===== config.mk =====
export PLATFORM = sky130hd
export DESIGN_NAME = dma_addr_count_engine
export DESIGN_NICKNAME = d
export VERILOG_FILES = /design/src/rtl/dmace_pkg.sv /design/src/rtl/dmace_term_detect.sv /design/src/rtl/dmace_channel.sv /design/src/rtl/dmace_mode_ctl.sv /design/src/rtl/dma_addr_count_engine.sv
export SDC_FILE = /design/constraint.sdc
export NUM_CORES = 1
export LEC_CHECK = 0
export CAP_MARGIN = 20
export CELL_PAD_IN_SITES_DETAIL_PLACEMENT = 2
export CELL_PAD_IN_SITES_GLOBAL_PLACEMENT = 2
export CORE_ASPECT_RATIO = 2
export CORE_UTILIZATION = 42
export CTS_CLUSTER_DIAMETER = 200
export DETAILED_ROUTE_END_ITERATION = 6
export DONT_BUFFER_PORTS = 1
export GPL_TIMING_DRIVEN = 0
export PLACE_DENSITY_LB_ADDON = 0.25
export RECOVER_POWER = 25
export SYNTH_ARGS = -nofsm -noshare
export SYNTH_HDL_FRONTEND = slang
export SYNTH_SLANG_ARGS = --single-unit

===== constraint.sdc =====
create_clock -name clk -period 4.7 [get_ports clk]
set_input_delay 0.94 -clock clk [delete_from_list [all_inputs] [get_ports clk]]
set_output_delay 0.94 -clock clk [all_outputs]
set_load 0.05 [all_outputs]

===== src/rtl/dmace_pkg.sv =====
package dmace_pkg;
  localparam int DMACE_NCH       = 4;
  localparam int DMACE_AW        = 16;
  localparam int DMACE_CW        = 14;
  localparam int DMACE_MARK_LOG2 = 7;

  typedef enum logic [1:0] {
    CYC_VERIFY = 2'b00,
    CYC_WRITE  = 2'b01,
    CYC_READ   = 2'b10,
    CYC_BAD    = 2'b11
  } cyc_e;
endpackage


===== src/rtl/dmace_term_detect.sv =====
module dmace_term_detect #(
  parameter int CW        = 14,
  parameter int MARK_LOG2 = 7
) (
  input  logic [CW-1:0] cnt,
  output logic          is_term,
  output logic          is_mark
);
  function automatic logic at_term(input logic [CW-1:0] c);
    return c == '0;
  endfunction

  function automatic logic at_mark(input logic [CW-1:0] c);
    return (c != '0) && (c[MARK_LOG2-1:0] == '0);
  endfunction

  assign is_term = at_term(cnt);
  assign is_mark = at_mark(cnt);
endmodule


===== src/rtl/dmace_channel.sv =====
module dmace_channel
  import dmace_pkg::*;
#(
  parameter int AW = 16,
  parameter int CW = 14,
  parameter int LW = 16
) (
  input  logic          clk,
  input  logic          rst_n,
  input  logic          ld_addr,
  input  logic          ld_cnt,
  input  logic [LW-1:0] ld_word,
  input  logic          step,
  input  logic          reload,
  input  logic [AW-1:0] src_addr,
  input  logic [CW-1:0] src_cnt,
  input  cyc_e          src_cyc,
  output logic [AW-1:0] addr_q,
  output logic [CW-1:0] cnt_q,
  output cyc_e          cyc_q
);
  function automatic logic [AW-1:0] addr_inc(input logic [AW-1:0] a);
    return a + AW'(1);
  endfunction

  function automatic logic [CW-1:0] cnt_dec(input logic [CW-1:0] c);
    return c - CW'(1);
  endfunction

  // CPU load wins, then refill, then step
  always_ff @(posedge clk) begin
    if (!rst_n) begin
      addr_q <= '0;
    end else if (ld_addr) begin
      addr_q <= ld_word[AW-1:0];
    end else if (reload) begin
      addr_q <= src_addr;
    end else if (step) begin
      addr_q <= addr_inc(addr_q);
    end
  end

  always_ff @(posedge clk) begin
    if (!rst_n) begin
      cnt_q <= '0;
      cyc_q <= CYC_VERIFY;
    end else if (ld_cnt) begin
      cnt_q <= ld_word[CW-1:0];
      cyc_q <= cyc_e'(ld_word[CW+1:CW]);
    end else if (reload) begin
      cnt_q <= src_cnt;
      cyc_q <= src_cyc;
    end else if (step) begin
      cnt_q <= cnt_dec(cnt_q);
    end
  end
endmodule


===== src/rtl/dmace_mode_ctl.sv =====
module dmace_mode_ctl #(
  parameter int NCH = 4,
  localparam int MW = NCH + 2
) (
  input  logic           clk,
  input  logic           rst_n,
  input  logic           mode_wr,
  input  logic [MW-1:0]  mode_word,
  input  logic [NCH-1:0] stop_hit,
  input  logic           reload_start,
  output logic [NCH-1:0] chan_en,
  output logic           tc_stop,
  output logic           autoload,
  output logic           update_flag
);
  always_ff @(posedge clk) begin
    if (!rst_n) begin
      chan_en  <= '0;
      tc_stop  <= 1'b0;
      autoload <= 1'b0;
    end else if (mode_wr) begin
      chan_en  <= mode_word[NCH-1:0];
      tc_stop  <= mode_word[NCH];
      autoload <= mode_word[NCH+1];
    end else begin
      chan_en  <= chan_en & ~stop_hit;
    end
  end

  // the refill occupies exactly the cycle after the triggering edge
  always_ff @(posedge clk) begin
    if (!rst_n) update_flag <= 1'b0;
    else        update_flag <= reload_start;
  end
endmodule


===== src/rtl/dma_addr_count_engine.sv =====
module dma_addr_count_engine
  import dmace_pkg::*;
#(
  parameter int NCH        = DMACE_NCH,
  parameter int AW         = DMACE_AW,
  parameter int CW         = DMACE_CW,
  parameter int MARK_LOG2  = DMACE_MARK_LOG2,
  parameter int RELOAD_DST = 2,
  parameter int RELOAD_SRC = 3,
  localparam int CHW = $clog2(NCH),
  localparam int LW  = (AW > CW + 2) ? AW : CW + 2,
  localparam int MW  = NCH + 2
) (
  input  logic           clk,
  input  logic           rst_n,
  input  logic           ld_addr_wr,
  input  logic           ld_cnt_wr,
  input  logic [CHW-1:0] ld_ch,
  input  logic [LW-1:0]  ld_word,
  input  logic           mode_wr,
  input  logic [MW-1:0]  mode_word,
  input  logic           grant_valid,
  input  logic [CHW-1:0] grant_ch,
  input  logic           cycle_done,
  output logic [AW-1:0]  cur_addr,
  output logic [1:0]     cur_cycle,
  output logic           tc,
  output logic           mark,
  output logic [NCH-1:0] tc_pulse,
  output logic [NCH-1:0] chan_en,
  output logic           update_flag
);
  localparam logic [CHW-1:0] DST_IDX = CHW'(RELOAD_DST);
  localparam logic [CHW-1:0] SRC_IDX = CHW'(RELOAD_SRC);

  logic [AW-1:0]  addr_q [NCH];
  logic [CW-1:0]  cnt_q  [NCH];
  cyc_e           cyc_q  [NCH];

  logic           tc_stop_q, autoload_q;
  logic           sel_term, sel_mark;
  logic           blocked, xfer_ok, xfer_fire, tc_fire, reload_start;
  logic [NCH-1:0] stop_hit;

  // serviceability of the granted channel
  assign blocked   = (autoload_q && grant_ch == SRC_IDX) ||
                     (update_flag && grant_ch == DST_IDX);
  assign xfer_ok   = grant_valid && chan_en[grant_ch] && !blocked;
  assign xfer_fire = xfer_ok && cycle_done;
  assign tc_fire   = xfer_fire && sel_term;
  assign reload_start = tc_fire && autoload_q && grant_ch == DST_IDX;

  dmace_term_detect #(.CW(CW), .MARK_LOG2(MARK_LOG2)) u_term (
    .cnt     (cnt_q[grant_ch]),
    .is_term (sel_term),
    .is_mark (sel_mark)
  );

  dmace_mode_ctl #(.NCH(NCH)) u_mode (
    .clk          (clk),
    .rst_n        (rst_n),
    .mode_wr      (mode_wr),
    .mode_word    (mode_word),
    .stop_hit     (stop_hit),
    .reload_start (reload_start),
    .chan_en      (chan_en),
    .tc_stop      (tc_stop_q),
    .autoload     (autoload_q),
    .update_flag  (update_flag)
  );

  for (genvar i = 0; i < NCH; i++) begin : g_ch
    localparam logic [CHW-1:0] IDX = CHW'(i);
    logic hit_here;
    assign hit_here    = grant_ch == IDX;
    assign tc_pulse[i] = tc_fire && hit_here;
    if (i == RELOAD_DST) begin : g_dst
      assign stop_hit[i] = tc_fire && hit_here && tc_stop_q && !autoload_q;
    end else begin : g_plain
      assign stop_hit[i] = tc_fire && hit_here && tc_stop_q;
    end

    dmace_channel #(.AW(AW), .CW(CW), .LW(LW)) u_chan (
      .clk      (clk),
      .rst_n    (rst_n),
      .ld_addr  (ld_addr_wr && ld_ch == IDX),
      .ld_cnt   (ld_cnt_wr && ld_ch == IDX),
      .ld_word  (ld_word),
      .step     (xfer_fire && hit_here),
      .reload   ((i == RELOAD_DST) && update_flag),
      .src_addr (addr_q[RELOAD_SRC]),
      .src_cnt  (cnt_q[RELOAD_SRC]),
      .src_cyc  (cyc_q[RELOAD_SRC]),
      .addr_q   (addr_q[i]),
      .cnt_q    (cnt_q[i]),
      .cyc_q    (cyc_q[i])
    );
  end

  assign cur_addr  = addr_q[grant_ch];
  assign cur_cycle = cyc_q[grant_ch];
  assign tc        = xfer_ok && sel_term;
  assign mark      = xfer_ok && sel_mark;
endmodule


==> results.md, run 1 <==
- **result of the run** finished, final reports clean
- **flip-flop and latch count after synthesis** 135
- **routed vias/inst** 6.86
- **total power draw** 3.06 mW
- **startpoint type of the worst setup path** flop
- **YS warnings** 0
- **Die ar.** 0.0195 sq mm
- **portion of the post-synthesis area used by sequential elements** 34.0%
- **buffer cell driving the clock tree root** sky130_fd_sc_hd__clkbuf_16
- **Core Area** 0.0184 sq mm
- **clk sinks** 135
- **largest net degree at the start of global routing** 17
- **setup repair after global routing missed its margin** false
- **fraction of layout instances using a drive strength above 1** 6.99%
- **R2R Path Start** u_mode.chan_en[0]$_SDFF_PN0_
- **Rel. slew slack** 23.9%
- **count of buffers inserted at the top-level ports** 0
- **required time of the critical path** 3.76 ns
- **htree depth** 4
- **horizontal extent of the die** 99.3 um
- **number of library cell types mapped by synthesis** 67
- **Setup Skew** 0.0118 ns
- **first-pass iteration count of the detailed router** 5
- **global router's overall resource usage** 40.3%
- **initial antenna violation count** 2
- **Routability Congestion** 0.948
- **worst setup slack for register-to-register paths** 1.75 ns
- **achievable frequency** 0.228 GHz
- **share of the clock period used by the worst path after layout** 93.4%
- **insertion delay to the later sink of the worst-skew pair** 0.46 ns
- **standard-cell row count** 70
- **static leakage** 2.94 nW
- **fin. max-slew vios** 0
- **EDFF count, synth** 0
- **cells on worst reg2reg path** 4
- **clock tree from TritonCTS** built
- **endpoint kind of the worst setup timing path** output port
- **first-pass GRT wire length** 57,200 um
- **wire length per cell** 31.8 um
- **post-synthesis net count** 998
- **prevailing post-synth register cell** sky130_fd_sc_hd__dfxtp_1
- **final net count** 1,017
- **half-perimeter wire length after placement** 26,700 um
- **effective utilization at floorplan** 43.2%
- **FFs w/ async S/R, synth** 0%
- **Cell Area, Synth** 0.00795 sq mm
- **Critical Path Fanout Max** 10
- **count of pins on the block boundary** 62
- **worst-margin pin slew** 1.13 ns
- **final WL** 38,300 um
- **CTS hold repair buffers** 0
- **total of max-cap violations** 0
- **setup violators final** 0
- **PwrDens** 348 mW/mm^2
- **clock edge transition at the registers on the reported setup and hold paths** 0.06 ns
- **final hold slack** 0.483 ns
- **number of vias in the routed layout** 8,260
- **buffers inserted during post-CTS setup optimization** 0
- **Crit Path Category** reg -> out
- **CTS-repair resized insts** 0
- **hold path startpoint** g_ch[0].u_chan.cyc_q[1]$_SDFFE_PN0P_
- **cts bufs inserted** 17
- **number of global-route vias before repair** 9,112
- **die extent in y** 197 um
- **setup tns final** 0 ns
- **WHS Path Cells** 2
- **post-synthesis instance total** 957
- **Layout Area Growth over Synthesis** 10.8%
- **worst-case clock buffer depth** 2
- **arrival time at the worst endpoint** 3.45 ns
- **count of routing violations after the opening detailed-route iteration** 491
- **# DRC** 0
- **maximum vdd ir drop** 0.215 mV
- **count of endpoints failing hold in the final timing report** 0
- **first element of the critical path** g_ch[1].u_chan.cnt_q[9]$_SDFFE_PN0P_
- **ANT nets after route** 0
- **count of fill cells added during filler insertion** 2,055
- **final critical delay including setup and external delays** 4.39 ns
- **synthesized area per cell** 8.30 sq um
- **gr ovfl total** 0
- **type of the worst min-delay path** reg -> reg
critical path, cell delays in order (launching register included):
cell,delay [ns]
sky130_fd_sc_hd__dfxtp_1,0.35
sky130_fd_sc_hd__or4_1,0.59
sky130_fd_sc_hd__or4_1,0.52
sky130_fd_sc_hd__a311oi_2,0.46
sky130_fd_sc_hd__nand3_4,0.24
sky130_fd_sc_hd__nor3_2,0.83
registers in the layout, summed over array words and instances, names as in the netlist:
name                flops
u_mode.update_flag      1
u_mode.chan_en          4
u_mode.autoload         1
g_ch.u_chan.cnt_q      56
g_ch.u_chan.addr_q     64
g_ch.u_chan.cyc_q       8
u_mode.tc_stop          1
where the power goes:
part	internal (mW)	switching, mW	total [mW]
registers	1.20	0.0887	1.29
clock network	0.789	0.569	1.36
logic	0.137	0.277	0.414
metal layers:
metal / wire length (um) / GRT usage [%] / vias up / share of wire [%]
met5: 16 / 0 / - / 0.042
met4: 3350 / 33.1 / 2 / 8.8
met3: 2460 / 9.08 / 170 / 6.4
met2: 19300 / 69.5 / 385 / 50
met1: 13200 / 41.0 / 4160 / 34
li1: - / - / 3543 / -
final cells by class:
class | instances | area (sq um) | area share [%]
diodes | 1 | 2.50 | 0.0284
plain buffers | 70 | 283 | 3.21
clock buffers | 23 | 498 | 5.66
clock inverters | 7 | 70.1 | 0.796
inverters | 21 | 78.8 | 0.895
multi-input cells | 731 | 4900 | 55.6
flip-flops and latches | 135 | 2700 | 30.7
well taps | 216 | 270 | 3.07
logic make-up after synthesis:
group                    Yosys count  share of synthesized area [%]
XOR/XNOR                         101                           11.1
AO/OA/AOI/OAI                    237                           18.4
adder cells (fa/ha/maj)            8                           1.26
buffers and inverters             91                           4.60
multiplexers                      33                           7.16
AND/OR/NAND/NOR                  352                           23.5
flip-flops                       135                           34.0
stage by stage:
| stage | util (%) | worst slack (ns) | std cells | instance area (sq um) |
|---|---|---|---|---|
| floorplan | - | 0.685 | 957 | 7950 |
| global placement | 44.7 | 0.326 | 1173 | 8220 |
| detailed placement | 44.8 | 0.756 | 1173 | 8240 |
| CTS | 47.9 | 0.340 | 1203 | 8800 |
| global route | 47.9 | 0.282 | 1204 | 8800 |
| finish | 47.9 | 0.310 | 1204 | 8800 |
synth_stat cells (5+ instances only):
master / n / area [sq um]
sky130_fd_sc_hd__nand4_1: 25 / 156
sky130_fd_sc_hd__mux2i_1: 13 / 130
sky130_fd_sc_hd__o211ai_1: 6 / 45.0
sky130_fd_sc_hd__xor2_1: 42 / 368
sky130_fd_sc_hd__nor2b_1: 5 / 31.3
sky130_fd_sc_hd__clkbuf_1: 60 / 225
sky130_fd_sc_hd__ha_1: 8 / 100
sky130_fd_sc_hd__mux4_2: 19 / 428
sky130_fd_sc_hd__a211oi_1: 37 / 278
sky130_fd_sc_hd__nand2_1: 60 / 225
sky130_fd_sc_hd__xnor2_1: 59 / 517
sky130_fd_sc_hd__and2_1: 11 / 68.8
sky130_fd_sc_hd__a21oi_1: 69 / 345
sky130_fd_sc_hd__inv_1: 21 / 78.8
sky130_fd_sc_hd__o221ai_1: 5 / 43.8
sky130_fd_sc_hd__nor2_1: 81 / 304
sky130_fd_sc_hd__and4_1: 10 / 87.6
sky130_fd_sc_hd__o22ai_1: 5 / 31.3
sky130_fd_sc_hd__or3_1: 9 / 56.3
sky130_fd_sc_hd__nor4_1: 20 / 125
sky130_fd_sc_hd__and3_1: 10 / 62.6
sky130_fd_sc_hd__or4_1: 6 / 45.0
sky130_fd_sc_hd__nor3_1: 31 / 155
sky130_fd_sc_hd__a211o_1: 6 / 52.6
sky130_fd_sc_hd__nand4b_1: 5 / 43.8
sky130_fd_sc_hd__nand3_1: 52 / 260
sky130_fd_sc_hd__o21ai_0: 78 / 390
sky130_fd_sc_hd__dfxtp_1: 135 / 2700
cell usage in the layout, fill, tap and decap left out, types with 5 or more instances in the layout:
master,instances
sky130_fd_sc_hd__nand2_1,60
sky130_fd_sc_hd__a21oi_1,69
sky130_fd_sc_hd__inv_1,21
sky130_fd_sc_hd__clkbuf_1,63
sky130_fd_sc_hd__dfxtp_1,135
sky130_fd_sc_hd__nor2_1,81
sky130_fd_sc_hd__nand3_1,52
sky130_fd_sc_hd__nand4_1,25
sky130_fd_sc_hd__a211oi_1,37
sky130_fd_sc_hd__nor4_1,20
sky130_fd_sc_hd__clkbuf_16,17
sky130_fd_sc_hd__o21ai_0,78
sky130_fd_sc_hd__a211o_1,6
sky130_fd_sc_hd__clkbuf_8,5
sky130_fd_sc_hd__xnor2_1,59
sky130_fd_sc_hd__xor2_1,42
sky130_fd_sc_hd__o221ai_1,5
sky130_fd_sc_hd__and3_1,10
sky130_fd_sc_hd__mux4_2,19
sky130_fd_sc_hd__o211ai_1,6
sky130_fd_sc_hd__or3_1,9
sky130_fd_sc_hd__o22ai_1,5
sky130_fd_sc_hd__nor3_1,27
sky130_fd_sc_hd__nor2b_1,5
sky130_fd_sc_hd__and2_1,10
sky130_fd_sc_hd__mux2i_1,13
sky130_fd_sc_hd__and4_1,10
sky130_fd_sc_hd__nand4b_1,5
sky130_fd_sc_hd__or4_1,6
sky130_fd_sc_hd__ha_1,8
path summary, 6_finish.rpt:
path / end
min: g_ch[0].u_chan.cyc_q[1]$_SDFFE_PN0P_
max: tc_pulse[3]
min reg2reg: g_ch[0].u_chan.cyc_q[1]$_SDFFE_PN0P_
max reg2reg: g_ch[0].u_chan.addr_q[15]$_SDFFE_PN0P_
(Power assumes the default switching activity.)
==> run 2: changes to the inputs <==
==> constraint.sdc (replaced) <==
create_clock -name clk -period 4.7 [get_ports clk]
set_input_delay 1.175 -clock clk [delete_from_list [all_inputs] [get_ports clk]]
set_output_delay 1.175 -clock clk [all_outputs]
set_load 0.05 [all_outputs]
==> run 2 against run 1 <==
  * Power barely moved
  * Non-clock buffer count did not move
  * Sequential power barely moved
  * Final area barely moved
  * The flow now finishes with violations (design-rule violations)
  * Largest cell class unchanged
  * Largest power group unchanged
  * Fmax fell by 4.8%
  * Clock skew barely moved
==> results.md, run 2 (synthesis gave the netlist of run 1 again) <==
- **PwrDens** 348 mW/mm^2, about the same
- **Die ar.** 0.0195 sq mm, unchanged
- **setup repair after global routing missed its margin** false
- **clk sinks** 135, unchanged
- **gr ovfl total** 0, unchanged
- **horizontal extent of the die** 99.3 um, unchanged
- **Non-Filler Cell Area, Final** 0.00880 sq mm, about the same
- **endpoint kind of the worst setup timing path** output port
- **standard-cell row count** 70, unchanged
- **routed vias/inst** 6.87, +0.21%
- **buffer cell driving the clock tree root** sky130_fd_sc_hd__clkbuf_16
- **Rel. slew slack** 22.7%, -1.2 points
- **largest registers** g_ch.u_chan.addr_q x64, g_ch.u_chan.cnt_q x56, g_ch.u_chan.cyc_q x8
- **dpl ws** 0.286 ns, -0.470 ns
- **number of flip-flops in the largest register** 64, unchanged
- **Post-Place Cell Area** 0.00824 sq mm, unchanged
- **htree depth** 4, unchanged
- **initial antenna violation count** 2, unchanged
- **count of buffers inserted at the top-level ports** 0, unchanged
- **type of the worst min-delay path** reg -> reg
- **count of fill cells added during filler insertion** 2,054, -0.049%
- **count of pins on the block boundary** 62, unchanged
- **Crit Path Category** reg -> out
- **CTS hold repair buffers** 0, unchanged
- **R2R Path Start** u_mode.chan_en[0]$_SDFF_PN0_
- **ANT nets after route** 0, unchanged
- **hold path startpoint** g_ch[0].u_chan.cyc_q[1]$_SDFFE_PN0P_
- **first-pass iteration count of the detailed router** 7, +2
- **Setup Skew** 0.0116 ns, -0.000178 ns
- **number of global-route vias before repair** 9,112, unchanged
- **violations in the final reports** design-rule violations
- **final critical delay including setup and external delays** 4.61 ns, +0.224 ns
- **share of the clock period used by the worst path after layout** 98.2%, +4.8 points
- **commonest non-fill, non-tap cells in the layout** sky130_fd_sc_hd__dfxtp_1, sky130_fd_sc_hd__nor2_1, sky130_fd_sc_hd__o21ai_0, sky130_fd_sc_hd__a21oi_1, sky130_fd_sc_hd__clkbuf_1
- **number of vias in the routed layout** 8,277, +0.21%
- **setup tns final** 0 ns, unchanged
- **first-pass GRT wire length** 57,200 um, unchanged
- **clock tree from TritonCTS** built
- **total of max-cap violations** 0, unchanged
- **Top reg by flops** g_ch.u_chan.addr_q
- **arrival time at the worst endpoint** 3.44 ns, about the same
- **total power draw** 3.06 mW, about the same
- **clock edge transition at the registers on the reported setup and hold paths** 0.06 ns, about the same
- **setup violators final** 0, unchanged
- **static leakage** 2.94 nW, +0.14%
- **worst-margin pin slew** 1.15 ns, +0.0182 ns
- **most common cell after layout, fill and taps aside** sky130_fd_sc_hd__dfxtp_1
- **count of endpoints failing hold in the final timing report** 0, unchanged
- **first element of the critical path** g_ch[1].u_chan.cnt_q[9]$_SDFFE_PN0P_
- **buffers inserted during post-CTS setup optimization** 0, unchanged
- **fraction of layout instances using a drive strength above 1** 6.99%, unchanged
- **worst-case clock buffer depth** 2, unchanged
- **Layout Area Growth over Synthesis** 10.8%, about the same
- **worst setup slack after layout** 0.0859 ns, -0.224 ns
- **CTS-repair resized insts** 0, unchanged
- **result of the run** complete, but fails checks
- **cts bufs inserted** 17, unchanged
- **Core Area** 0.0184 sq mm, unchanged
- **effective utilization at floorplan** 43.2%, unchanged
- **worst setup slack for register-to-register paths** 1.75 ns, about the same
- **global router's overall resource usage** 40.3%, unchanged
- **half-perimeter wire length after placement** 26,700 um, unchanged
- **wire length per cell** 31.9 um, +0.26%
- **Routability Congestion** 0.948, unchanged
- **achievable frequency** 0.217 GHz, -4.8%
- **final net count** 1,017, unchanged
- **# DRC** 2, +2
- **fin. max-slew vios** 0, unchanged
- **count of routing violations after the opening detailed-route iteration** 496, +1.0%
- **required time of the critical path** 3.52 ns, -0.24 ns
- **final WL** 38,400 um, +0.26%
- **die extent in y** 197 um, unchanged
- **Critical Path Fanout Max** 10, unchanged
- **largest net degree at the start of global routing** 17, unchanged
- **maximum vdd ir drop** 0.215 mV, -0.19%
- **insertion delay to the later sink of the worst-skew pair** 0.46 ns, about the same
- **startpoint type of the worst setup path** flop
==> run 2: cell count changes in the layout (fill, tap and decap cells not counted), sizes merged <==
| cell | change |
|---|---|
| buf | +1 |
| clkbuf | -1 |
==> run 2: critical path, cell delays in order, from the launching register on <==
cell and delay (ns):
sky130_fd_sc_hd__dfxtp_1 0.35, sky130_fd_sc_hd__or4_1 0.59, sky130_fd_sc_hd__or4_1 0.52, sky130_fd_sc_hd__a311oi_2 0.46, sky130_fd_sc_hd__nand3_4 0.23, sky130_fd_sc_hd__nor3_2 0.83
==> run 2: routing by layer <==
| layer | part of all wire, % | global-route usage [%] |
|---|---|---|
| met1 | 35 | 41.0 |
| met2 | 51 | 69.5 |
| met3 | 5.9 | 9.08 |
| met4 | 8.2 | 33.1 |
| met5 | 0.042 | 0 |
==> run 2: per-stage QoR <==
step                      util [%]  hold WS, ns  cells
after detailed placement      44.8        0.452   1173
final                         47.9        0.482   1204
after global routing          47.9        0.507   1204
after floorplan                  -        0.433    957
after global placement        44.7        0.452   1173
after CTS                     47.9        0.481   1203
==> run 2: worst paths after layout <==
kind | end | cells past startpoint
setup / recovery | tc_pulse[3] | 5
hold / removal | g_ch[0].u_chan.cyc_q[1]$_SDFFE_PN0P_ | 2
setup reg to reg | g_ch[0].u_chan.addr_q[15]$_SDFFE_PN0P_ | 4
hold reg to reg | g_ch[0].u_chan.cyc_q[1]$_SDFFE_PN0P_ | 2
==> run 2: final cells by class <==
| type | instances | area [sq um] | share of cell area [%] |
|---|---|---|---|
| multi-input cells | 731 | 4890 | 55.6 |
| diodes | 1 | 2.50 | 0.0284 |
| flip-flops and latches | 135 | 2700 | 30.7 |
| inverters | 21 | 78.8 | 0.896 |
| clock inverters | 7 | 70.1 | 0.796 |
| plain buffers | 70 | 287 | 3.26 |
| clock buffers | 23 | 498 | 5.66 |
| well taps | 216 | 270 | 3.07 |
==> run 2: where the power goes <==
group / switching (mW) / internal [mW] / leakage [nW]
Clock: 0.570 / 0.790 / 0.269
Sequential: 0.0889 / 1.20 / 1.10
Combinational: 0.277 / 0.137 / 1.57
==> run 3: changes to the inputs <==
==> constraint.sdc (replaced) <==
create_clock -name clk -period 5.8 [get_ports clk]
set_input_delay 1.45 -clock clk [delete_from_list [all_inputs] [get_ports clk]]
set_output_delay 1.45 -clock clk [all_outputs]
set_load 0.05 [all_outputs]
==> run 3 against run 2 <==
  * The flow now finishes without violations
  * Clock skew grew 0.0014 ns
  * Clock power shrank 19%
  * Final area is essentially flat
  * Non-clock buffer count is the same
  * First-iteration DRC count grew 1.2%
  * Via count shrank 0.36%
  * Register-to-register slack gained 1.1 ns
  * Largest cell class unchanged
  * Power shrank 19%
  * Global-route usage is the same
  * Flip-flop and latch count is the same
==> results.md, run 3 (synthesis gave the netlist of run 1 again) <==
- **result of the run** finished, final reports clean
- **htree depth** 4, unchanged
- **Non-Filler Cell Area, Final** 0.00879 sq mm, about the same
- **standard-cell row count** 70, unchanged
- **number of flip-flops in the largest register** 64, unchanged
- **die extent in y** 197 um, unchanged
- **clk sinks** 135, unchanged
- **Crit Path Category** in -> out
- **first-pass iteration count of the detailed router** 5, -2
- **Critical Path Fanout Max** 10, unchanged
- **endpoint kind of the worst setup timing path** output port
- **total power draw** 2.48 mW, -19%
- **final critical delay including setup and external delays** 5.30 ns
- **arrival time at the worst endpoint** 3.85 ns, +0.41 ns
- **clock edge transition at the registers on the reported setup and hold paths** 0.06 ns, about the same
- **required time of the critical path** 4.35 ns, +0.83 ns
- **share of the clock period used by the worst path after layout** 91.4%
- **Routability Congestion** 0.948, unchanged
- **final WL** 38,300 um, -0.18%
- **routed vias/inst** 6.85, -0.36%
- **maximum vdd ir drop** 0.172 mV, -20%
- **total of max-cap violations** 0, unchanged
- **worst-case clock buffer depth** 2, unchanged
- **count of routing violations after the opening detailed-route iteration** 502, +1.2%
- **setup violators final** 0, unchanged
- **first-pass GRT wire length** 57,200 um, unchanged
- **Top reg by flops** g_ch.u_chan.addr_q
- **gr ovfl total** 0, unchanged
- **Post-Place Cell Area** 0.00824 sq mm, unchanged
- **final net count** 1,017, unchanged
- **Layout Area Growth over Synthesis** 10.7%, about the same
- **effective utilization at floorplan** 43.2%, unchanged
- **fraction of layout instances using a drive strength above 1** 6.89%, -0.10 points
- **number of global-route vias before repair** 9,112, unchanged
- **area of all sequential standard cells** 0.00270 sq mm, unchanged
- **PwrDens** 282 mW/mm^2, -19%
- **most common cell after layout, fill and taps aside** sky130_fd_sc_hd__dfxtp_1
- **count of buffers inserted at the top-level ports** 0, unchanged
- **ANT nets after route** 0, unchanged
- **initial antenna violation count** 2, unchanged
- **final core utilization** 47.8%, about the same
- **count of pins on the block boundary** 62, unchanged
- **insertion delay to the later sink of the worst-skew pair** 0.46 ns, about the same
- **Critical Path Max Stage Delay** 0.85 ns, +0.02 ns
- **number of vias in the routed layout** 8,247, -0.36%
- **dpl ws** 0.836 ns, +0.550 ns
- **commonest non-fill, non-tap cells in the layout** sky130_fd_sc_hd__dfxtp_1, sky130_fd_sc_hd__nor2_1, sky130_fd_sc_hd__o21ai_0, sky130_fd_sc_hd__a21oi_1, sky130_fd_sc_hd__clkbuf_1
- **count of fill cells added during filler insertion** 2,055, +0.049%
- **Slowest cell on crit path** sky130_fd_sc_hd__nor3_2
- **Setup Skew** 0.0130 ns, +0.00137 ns
- **worst setup slack after layout** 0.498 ns, +0.412 ns
- **Seq pwr share** 42.2%, about the same
- **Die ar.** 0.0195 sq mm, unchanged
- **largest net degree at the start of global routing** 17, unchanged
- **achievable frequency** 0.189 GHz
- **cell-by-cell listing of the critical path** clkbuf_1 -> nor4_1 -> a221oi_1 -> a311oi_1 -> nand3_4 -> nor3_2
- **setup tns final** 0 ns, unchanged
- **setup repair after global routing missed its margin** false
- **largest registers** g_ch.u_chan.addr_q x64, g_ch.u_chan.cnt_q x56, g_ch.u_chan.cyc_q x8
- **global router's overall resource usage** 40.3%, unchanged
- **count of endpoints failing hold in the final timing report** 0, unchanged
- **Sw Ratio** 30.5%, -0.034 points
- **fin. max-slew vios** 0, unchanged
- **clock share of power** 44.4%, about the same
- **proportion of power drawn by combinational gates** 13.5%, about the same
- **buffers inserted during post-CTS setup optimization** 0, unchanged
- **cts bufs inserted** 17, unchanged
- **# DRC** 0, -2
- **horizontal extent of the die** 99.3 um, unchanged
- **CTS-repair resized insts** 0, unchanged
- **wire length per cell** 31.8 um, -0.18%
- **worst-margin pin slew** 1.14 ns, -0.00605 ns
- **NetSw** 0.757 mW, -19%
- **area of combinational cells with multiple inputs** 0.00489 sq mm, unchanged
- **Rel. slew slack** 23.1%, +0.41 points
- **buffer cell driving the clock tree root** sky130_fd_sc_hd__clkbuf_16
- **startpoint type of the worst setup path** input pin
- **CTS hold repair buffers** 0, unchanged
- **internal cell power** 1.72 mW, -19%
- **type of the worst min-delay path** reg -> reg
- **Core Area** 0.0184 sq mm, unchanged
- **half-perimeter wire length after placement** 26,700 um, unchanged
- **clock tree from TritonCTS** built
- **static leakage** 2.93 nW, -0.21%
[run 3: final cells by class]
type	count	share of cell area [%]
multi-input cells	731	55.6
flip-flops and latches	135	30.7
clock buffers	23	5.66
plain buffers	70	3.17
well taps	216	3.07
inverters	21	0.896
clock inverters	7	0.797
diodes	1	0.0285
[run 3: critical path: cells and delay by family]
family                 cells  cell delay, ns
AND/OR/NAND/NOR            3            1.43
AO/OA/AOI/OAI              2            0.75
buffers and inverters      1            0.22
[run 3: worst paths after layout]
| kind | end | from | slack, ns | cells after the start |
|---|---|---|---|---|
| max | tc_pulse[3] | grant_ch[0] | 0.50 | 6 |
| min | g_ch[0].u_chan.cyc_q[1]$_SDFFE_PN0P_ | g_ch[0].u_chan.cyc_q[1]$_SDFFE_PN0P_ | 0.48 | 2 |
| max reg2reg | g_ch[0].u_chan.addr_q[15]$_SDFFE_PN0P_ | u_mode.chan_en[0]$_SDFF_PN0_ | 2.84 | 4 |
| min reg2reg | g_ch[0].u_chan.cyc_q[1]$_SDFFE_PN0P_ | g_ch[0].u_chan.cyc_q[1]$_SDFFE_PN0P_ | 0.48 | 2 |
[run 3: metrics by stage]
stage	cells	hold slack, ns
after floorplan	957	0.433
after global placement	1173	0.452
after detailed placement	1173	0.452
after CTS	1203	0.481
after global routing	1204	0.507
final	1204	0.483
[run 3: layer usage]
| layer | routed length (um) | part of all wire [%] | up-vias | global-route usage [%] |
|---|---|---|---|---|
| met1 | 13300 | 35 | 4181 | 41.0 |
| met3 | 2380 | 6.2 | 154 | 9.08 |
| li1 | - | - | 3541 | - |
| met2 | 19400 | 51 | 369 | 69.5 |
| met4 | 3280 | 8.5 | 2 | 33.1 |
| met5 | 16 | 0.042 | - | 0 |
[run 3: power groups by stage]
stage	sequential, mW	combinational [mW]	clock, mW
floorplan	1.04	0.235	0
global placement	1.06	0.307	0
detailed placement	1.06	0.322	0
CTS	1.04	0.331	1.10
global route	1.05	0.354	1.13
finish	1.05	0.334	1.10
